File: config.mk
export PLATFORM = sky130hd
export DESIGN_NAME = cpu_tick_ctrl
export DESIGN_NICKNAME = d
export VERILOG_FILES = /design/src/rtl/tick_pkg.sv /design/src/rtl/spd_regfile.sv /design/src/rtl/tick_select.sv /design/src/rtl/tick_divider.sv /design/src/rtl/cpu_tick_ctrl.sv
export SDC_FILE = /design/constraint.sdc
export NUM_CORES = 1
export LEC_CHECK = 0
export BUFFER_PORTS_ARGS = -buffer_cell sky130_fd_sc_hd__buf_4
export CORE_MARGIN = 2
export CORE_UTILIZATION = 50
export DETAILED_ROUTE_END_ITERATION = 12
export MAX_ROUTING_LAYER = met4
export PLACE_DENSITY = 0.79
export SYNTH_ARGS = -nofsm -noshare
export SYNTH_HDL_FRONTEND = slang
export SYNTH_SLANG_ARGS = --single-unit
export TNS_END_PERCENT = 30
File: constraint.sdc
create_clock -name clk -period 4.5 [get_ports clk]
set_clock_uncertainty 0.1 [all_clocks]
set_input_delay 0.9 -clock clk [delete_from_list [all_inputs] [get_ports clk]]
set_output_delay 0.9 -clock clk [all_outputs]
set_load 0.02 [all_outputs]
File: src/rtl/tick_pkg.sv
package tick_pkg;

  localparam int CFG_W      = 8;
  localparam int DIV_CODE_W = 4;
  localparam int MAX_RATIO  = 24;
  localparam int CNT_W      = $clog2(MAX_RATIO + 1);

  typedef enum logic [1:0] {
    SRC_PLL  = 2'b00,
    SRC_OSC  = 2'b01,
    SRC_RTC  = 2'b10,
    SRC_NONE = 2'b11
  } src_sel_e;

  typedef struct packed {
    logic                  pll_stop;
    logic                  osc_stop;
    src_sel_e              src;
    logic [DIV_CODE_W-1:0] div;
  } spd_cfg_t;

  // Divisor code to ratio: codes below 6 give code+1, then 8, 10, 12, 16, and 24 for all higher codes.
  function automatic logic [CNT_W-1:0] ratio_of(input logic [DIV_CODE_W-1:0] code);
    logic [CNT_W-1:0] r;
    if (code < DIV_CODE_W'(6)) begin
      r = CNT_W'(code) + CNT_W'(1);
    end else begin
      case (code)
        DIV_CODE_W'(6):  r = CNT_W'(8);
        DIV_CODE_W'(7):  r = CNT_W'(10);
        DIV_CODE_W'(8):  r = CNT_W'(12);
        DIV_CODE_W'(9):  r = CNT_W'(16);
        default:         r = CNT_W'(MAX_RATIO);
      endcase
    end
    return r;
  endfunction

endpackage

File: src/rtl/spd_regfile.sv
module spd_regfile
  import tick_pkg::*;
#(
  parameter logic [CFG_W-1:0] RST_CFG = 8'h00,
  parameter logic [CFG_W-1:0] IRQ_CFG = 8'h10
) (
  input  logic             clk,
  input  logic             rst_n,
  input  logic             load_i,
  input  logic [CFG_W-1:0] load_val_i,
  input  logic             irq_enter_i,
  input  logic             irq_leave_i,
  output spd_cfg_t         cfg_o
);

  spd_cfg_t cfg_q, shadow_q;

  // Strobe priority: entry, then return, then speed load.
  wire take_irq  = irq_enter_i;
  wire take_ret  = irq_leave_i && !irq_enter_i;
  wire take_load = load_i && !irq_enter_i && !irq_leave_i;
  wire any_upd   = take_irq || take_ret || take_load;

  always_ff @(posedge clk or negedge rst_n) begin
    if (!rst_n) begin
      cfg_q    <= spd_cfg_t'(RST_CFG);
      shadow_q <= spd_cfg_t'(RST_CFG);
    end else if (take_irq) begin
      shadow_q <= cfg_q;
      cfg_q    <= spd_cfg_t'(IRQ_CFG);
    end else if (take_ret) begin
      cfg_q    <= shadow_q;
    end else if (take_load) begin
      cfg_q    <= spd_cfg_t'(load_val_i);
    end
  end

  assign cfg_o = cfg_q;


  cfg_hold_chk: assert property (@(posedge clk) disable iff (!rst_n)
    !(irq_enter_i || irq_leave_i || load_i) |=> $stable(cfg_q));


  irq_load_chk: assert property (@(posedge clk) disable iff (!rst_n)
    irq_enter_i |=> (cfg_q == spd_cfg_t'(IRQ_CFG)));


  irq_save_chk: assert property (@(posedge clk) disable iff (!rst_n)
    irq_enter_i |=> (shadow_q == $past(cfg_q)));


  ret_restore_chk: assert property (@(posedge clk) disable iff (!rst_n)
    (irq_leave_i && !irq_enter_i) |=> (cfg_q == $past(shadow_q)));


  spd_load_chk: assert property (@(posedge clk) disable iff (!rst_n)
    (load_i && !irq_enter_i && !irq_leave_i) |=> (cfg_q == spd_cfg_t'($past(load_val_i))));

endmodule

File: src/rtl/tick_select.sv
module tick_select
  import tick_pkg::*;
(
  input  logic     clk,
  input  logic     rst_n,
  input  src_sel_e sel_i,
  input  logic     pll_stop_i,
  input  logic     osc_stop_i,
  input  logic     pll_tick_i,
  input  logic     osc_tick_i,
  input  logic     rtc_tick_i,
  output logic     tick_o
);

  // A stopped source delivers nothing, whichever pin feeds it.
  wire pll_live = pll_tick_i && !pll_stop_i;
  wire osc_live = osc_tick_i && !osc_stop_i;

  always_comb begin
    case (sel_i)
      SRC_PLL: tick_o = pll_live;
      SRC_OSC: tick_o = osc_live;
      SRC_RTC: tick_o = rtc_tick_i;
      default: tick_o = 1'b0;
    endcase
  end


  pll_block_chk: assert property (@(posedge clk) disable iff (!rst_n)
    (sel_i == SRC_PLL && pll_stop_i) |-> !tick_o);


  osc_block_chk: assert property (@(posedge clk) disable iff (!rst_n)
    (sel_i == SRC_OSC && osc_stop_i) |-> !tick_o);


  src_off_chk: assert property (@(posedge clk) disable iff (!rst_n)
    (sel_i == SRC_NONE) |-> !tick_o);

endmodule

File: src/rtl/tick_divider.sv
module tick_divider
  import tick_pkg::*;
#(
  parameter logic [CNT_W-1:0] RST_RATIO = CNT_W'(1)
) (
  input  logic             clk,
  input  logic             rst_n,
  input  logic             tick_i,
  input  logic [CNT_W-1:0] ratio_i,
  output logic             en_o
);

  logic [CNT_W-1:0] cnt_q;
  logic [CNT_W-1:0] cur_n_q;
  logic             en_q;

  // Last tick of the running period: the new ratio is adopted here.
  wire period_end = tick_i && (cnt_q == cur_n_q - CNT_W'(1));

  always_ff @(posedge clk or negedge rst_n) begin
    if (!rst_n) begin
      cnt_q   <= '0;
      cur_n_q <= RST_RATIO;
      en_q    <= 1'b0;
    end else begin
      en_q <= period_end;
      if (period_end) begin
        cnt_q   <= '0;
        cur_n_q <= ratio_i;
      end else if (tick_i) begin
        cnt_q   <= cnt_q + CNT_W'(1);
      end
    end
  end

  assign en_o = en_q;


  no_tick_no_en_chk: assert property (@(posedge clk) disable iff (!rst_n)
    !tick_i |=> !en_q);


  cnt_range_chk: assert property (@(posedge clk) disable iff (!rst_n)
    cnt_q < cur_n_q);


  ratio_hold_chk: assert property (@(posedge clk) disable iff (!rst_n)
    !period_end |=> $stable(cur_n_q));


  ratio_nonzero_chk: assert property (@(posedge clk) disable iff (!rst_n)
    cur_n_q != '0);

endmodule

File: src/rtl/cpu_tick_ctrl.sv
module cpu_tick_ctrl
  import tick_pkg::*;
#(
  parameter logic [CFG_W-1:0] RST_CFG = 8'h00,
  parameter logic [CFG_W-1:0] IRQ_CFG = 8'h10
) (
  input  logic             clk,
  input  logic             rst_n,
  input  logic             pll_tick_i,
  input  logic             osc_tick_i,
  input  logic             rtc_tick_i,
  input  logic             spd_load_i,
  input  logic [CFG_W-1:0] spd_val_i,
  input  logic             irq_enter_i,
  input  logic             irq_leave_i,
  output logic             core_en_o,
  output logic             pll_stop_o,
  output logic             osc_stop_o,
  output logic [CFG_W-1:0] spd_view_o
);

  localparam spd_cfg_t         RST_FIELDS = spd_cfg_t'(RST_CFG);
  localparam logic [CNT_W-1:0] RST_RATIO  = ratio_of(RST_FIELDS.div);

  spd_cfg_t         cfg;
  logic             sel_tick;
  logic [CNT_W-1:0] cfg_ratio;

  spd_regfile #(
    .RST_CFG (RST_CFG),
    .IRQ_CFG (IRQ_CFG)
  ) u_regs (
    .clk         (clk),
    .rst_n       (rst_n),
    .load_i      (spd_load_i),
    .load_val_i  (spd_val_i),
    .irq_enter_i (irq_enter_i),
    .irq_leave_i (irq_leave_i),
    .cfg_o       (cfg)
  );

  tick_select u_sel (
    .clk        (clk),
    .rst_n      (rst_n),
    .sel_i      (cfg.src),
    .pll_stop_i (cfg.pll_stop),
    .osc_stop_i (cfg.osc_stop),
    .pll_tick_i (pll_tick_i),
    .osc_tick_i (osc_tick_i),
    .rtc_tick_i (rtc_tick_i),
    .tick_o     (sel_tick)
  );

  assign cfg_ratio = ratio_of(cfg.div);

  tick_divider #(
    .RST_RATIO (RST_RATIO)
  ) u_div (
    .clk     (clk),
    .rst_n   (rst_n),
    .tick_i  (sel_tick),
    .ratio_i (cfg_ratio),
    .en_o    (core_en_o)
  );

  assign pll_stop_o = cfg.pll_stop;
  assign osc_stop_o = cfg.osc_stop;
  assign spd_view_o = cfg;

endmodule

=== Yosys cells after proc, flatten, opt, wreduce, memory -nomap -nowiden ===
Cells that the tools add are included.

* Input port bits: 16
* Logic and storage cells: 43
* Register bits after elaboration: 27
* Output and inout bits: 11

* Mux-type cells: 8
* Magnitude comparators: 1
* $add $sub $neg: 3
* Reduce and logical (&&, ||, !) cells: 13
* Equal/unequal tests: 7

{| class="wikitable"
|+ Operator list
! kind !! count
|-
| 8-bit two-way mux || 3
|-
| 5-bit one-hot mux with 4 select lines || 1
|-
| 5-bit two-way mux || 3
|-
| 4-bit by 3-bit equality test with 1-bit output (second input constant) || 2
|-
| 4-bit equality test (second input constant) || 2
|-
| 1-bit logical AND || 6
|-
| 4-bit by 1-bit adder with 5-bit output (second input constant) || 1
|-
| 5-bit by 1-bit adder with 5-bit output (second input constant) || 1
|-
| 5-bit equality test || 1
|-
| 5-bit by 1-bit subtractor with 5-bit output (second input constant) || 1
|-
| 1-bit zero test || 4
|-
| 4-bit by 3-bit < comparator with 1-bit output (second input constant) || 1
|-
| 1-bit one-hot mux with 3 select lines || 1
|-
| 3-bit nonzero test || 1
|-
| 2-bit by 1-bit equality test with 1-bit output (second input constant) || 1
|-
| 2-bit equality test (second input constant) || 1
|-
| 2-bit zero test || 1
|-
| 2-bit nonzero test || 1
|}

=== Longest topological paths before layout ===
* Depth in word-level cells: 6
* Depth in mapped cells: 7
* Gate-level depth less buffers: 7

=== Modules after synthesis ===
A second synthesis with hierarchy kept.

* Cells, all modules: 141
* Area, all modules: 1,595.3 um2

{| class="wikitable"
|+ Modules (own cells, without submodules)
! module !! area an instance (um2) !! cells an instance !! instances
|-
| spd_regfile || 724.4 || 53 || 1
|-
| tick_divider || 681.9 || 61 || 1
|-
| cpu_tick_ctrl || 158.9 || 23 || 1
|-
| tick_select || 30.0 || 4 || 1
|}

=== Worst setup path before layout ===
No wires, ideal clock.

* Kind: reg-to-reg
* Start: reg u_div.cur_n_q[0]
* End: reg u_div.cur_n_q[2]
* Setup time: 0.125 ns
* Cell stages (with the launch flop): 8
* Path buffers: 0
* Path slack: 2.354 ns
* Arrival time: 1.921 ns
* Cells stage by stage: dfstp_2 > inv_1 > ha_1 > xnor2_1 > a211oi_2 > o211ai_2 > nor2_4 > mux2_2

* Longest elaborated chain between the ends: 3

{| class="wikitable"
|+ RTL lines
! what !! line !! text
|-
| start, declared || tick_divider.sv:14 || <nowiki>logic [CNT_W-1:0] cur_n_q;</nowiki>
|-
| start signal, assigned || tick_divider.sv:29 || <nowiki>cur_n_q <= ratio_i;</nowiki>
|-
| 5-bit by 1-bit subtractor with 5-bit output || tick_divider.sv:18 || <nowiki>wire period_end = tick_i && (cnt_q == cur_n_q - CNT_W'(1));</nowiki>
|-
| 5-bit equality test || tick_divider.sv:18 ||
|-
| 1-bit logical AND || tick_divider.sv:18 ||
|-
| net u_div.period_end || tick_divider.sv:18 ||
|}

The timed path passes the listed nets, and every way through them passes these cells.
A chain may end at the register's enable or synchronous reset.

=== Worst setup path after layout ===
* Start: reg u_div.cur_n_q[0]
* End: reg u_div.cur_n_q[3]

The elaborated chain is that of the path after synthesis.

==> summary.md <==
| Metric | Value |
|---|---|
| Status | `finished, violations left` |
| Violated checks | `design-rule violations` |
| Cts hold-fix bufs | `0` |
| Fin. Hold Viols | `0` |
| Resized cells post-CTS | `0` |
| PD cells | `321 mW/mm^2` |
| Critical Path RT | `approximately 4.6 ns` |
| Max Slew Vio Count | `0` |
| CP max stage delay | `around 0.57 ns` |
| Post-Syn Area | `0.00151 sq mm` |
| Fin nets | `192` |
| Dominant cells by area after synthesis | `dfrtp_1 (43%), mux2_2 (8.2%), mux2i_1 (8.0%)` |
| Routed WL | `2.72 mm` |
| Proportion of synthesized chip area in sequential cells | `~45%` |
| P&R area growth vs syn | `14.5%` |
| Relative slew slack | `between 70% and 80%` |
| Routed WL per cell | `13.6 um` |
| CTS H-Tree Depth | `1` |
| Largest net degree at the start of global routing | `28` |
| Levels on crit path | `7` |
| Crit path max-delay family | `flip-flops` |
| Min cycle time layout | `2.30 ns` |
| DIE AREA | `0.00347 sq mm` |
| Storage element area | `677 sq um` |
| Post-synth ARST share | `100%` |
| FILL cells | `230` |
| CTS Sinks | `27` |
| Peak VDD IR | `between 200 and 250 uV` |
| CTS tree | `built` |
| Routability cong. | `0.861` |
| Bufs on Longest Clock Path | `2` |
| Max Used Layer | `met4` |
| Setup ws final | `2.20 ns` |
| Post-synth EDFFs | `0` |
| Number of routed nets with antenna violations | `0` |
| Residual DRC | `1` |
| Vias in the first global route | `1104` |
| Crit path max-delay cell type | `dfstp_2` |
| Skew-Pair Late Insertion Delay | `between 0.3 and 0.4 ns` |
| DR pass1 iterations | `8` |
| IO Port Bufs | `26` |
| CTS Root Cell | `clkbuf_4` |
| Initial core utilization | `a little over half` |
| RSZ-0062 raised after global routing | `no` |
| Vias per inst | `5.53` |
| TNS Setup | `0 ns` |
| Synth Net Count | `170` |
| Diode count | `0` |
| Max Clk Rate | `approximately 0.43 GHz` |
| Core Area | `between 0.002 and 0.003 sq mm` |
| Placed Cells | `slightly below 200` |
| Initial antenna violation count | `0` |
| Least-Margin Pin Slew | `0.342 ns` |
| Met1 Wirelength | `1.26 mm` |
| Seq cells post-synth | `27` |
| Top FF cell, synth | `dfrtp_1` |
| Syn. warnings | `0` |
| Max Cap Violations | `0` |
| Multi-input gate area | `~760 sq um` |
| Clock slew at reported path FFs | `0.14 ns` |
| Tot GR Track Use | `18.6%` |
| Worst Reg2Reg Path Length in Cells | `7` |
| Chip Height | `between 50 and 60 um` |
| Period Utilization, post-route | `between 50% and 60%` |
| Standard-cell row count | `19` |
| GR Overflow Total | `0` |
| Hold Crit Class | `input port to async pin` |
| DR vias | `1105` |
| Critical Path AT | `~2.4 ns` |
| Avg Inst Size Synth | `10.2 sq um` |
| Ports | `27` |
| Die Wd | `58.9 um` |
| Global-route wire length before repair | `4.84 mm` |
| Post-DP HPWL | `2.06 mm` |
| CP endpoint kind | `register` |
| Pre-CTS setup slack | `2.21 ns` |
| Critical-path maximum fanout | `7` |
| Crit path kind | `register to register` |
| Post-CTS setup buffers | `0` |
| Initial DRC count | `22` |
| Cell count after synthesis | `148` |
| Met3 wire length | `approximately 84 um` |
| Share of cells above drive strength 1 | `around 27%` |
| Met2 wire length | `between 1 and 1.5 mm` |
| # setup viols final | `0` |
| Largest area contributor in the netlist | `dfrtp_1` |
| Crit path buffers/inverters | `1` |
| Most frequent cell after synthesis | `dfrtp_1` |
| Netlist cell types | `34` |
| Startpoint class of the critical path | `register` |
| CTS Buf Count | `3` |
| Top cell type's share of synthesized area | `43.2%` |
| Top cells by count, synth | `dfrtp_1 (26), nor2_1 (18), mux2i_1 (12)` |
| Leak Pwr | `0.857 nW` |
| Layout Cells excl Fill | `200` |
| CP Cell Sequence | `inv_1 -> ha_1 -> xnor2_1 -> a211oi_2 -> o211ai_2 -> nor2_4 -> mux2_2` |
[logic make-up after synthesis]
group | share of synthesized area, %
fa+ha+maj | 4.98
buf+inv | 4.82
compound gates | 9.88
flops | 44.9
simple gates | 15.0
mux | 16.9
xor+xnor | 3.49
[layer usage]
layer  vias up  GRT usage, %
met1       530          24.7
met2        18          29.2
met5         -             -
met3         4          2.20
li1        553             -
met4         0          7.47
[final timing paths]
check	start	to	slack [ns]
max	u_div.cur_n_q[0]	u_div.cur_n_q[3]	2.20
min	rst_n	u_div.cur_n_q[3]	0.35
max reg2reg	u_div.cur_n_q[0]	u_div.cur_n_q[3]	2.20
min reg2reg	u_regs.shadow_q[3]	u_regs.shadow_q[3]	0.43
max in group asynchronous	rst_n	u_div.cur_n_q[0]	3.65
min in group clk	u_regs.shadow_q[3]	u_regs.shadow_q[3]	0.43
[placed cells by master (no fill, tap or decap), drive strengths merged, types with 2 or more instances in the layout]
cell type / count
o21ai: 6
clkbuf: 3
ha: 6
xnor2: 3
a21oi: 11
nand3: 2
buf: 27
nand2b: 2
nor2: 19
nor3: 6
nand2: 9
xor2: 3
dfrtp: 26
mux2i: 12
inv: 6
mux2: 12
[area by class of cell]
cell class | instances | share of cell area [%]
clock buffer | 3 | 1.31
clock inverter | 1 | 0.290
tap | 31 | 2.25
multi-input combinational | 105 | 43.9
sequential | 27 | 39.2
inverter | 6 | 1.31
timing repair buffer | 27 | 11.7
[where the power goes]
group	internal (W)	switching (W)
clock	0.0000333	0.0000692
sequential	0.000272	0.0000380
combinational	0.0000715	0.0000704
total	0.000377	0.000178
[flip-flops by register name (all words and copies together), names as in the netlist]
signal           cells
u_div.cnt_q          5
u_div.cur_n_q        5
u_div.en_o           1
u_regs.cfg_o         8
u_regs.shadow_q      8
[per-stage QoR]
step	hold slack [ns]	area, sq um	util, %	power (W)
floorplan	0.368	1510	-	0.000416
detailed placement	0.399	1700	60.5	0.000458
global placement	0.378	1700	60.5	0.000447
CTS	0.360	1730	61.5	0.000560
finish	0.354	1730	61.5	0.000555
global route	0.365	1730	61.5	0.000593
No activity file was read; power rests on OpenSTA's default activity.
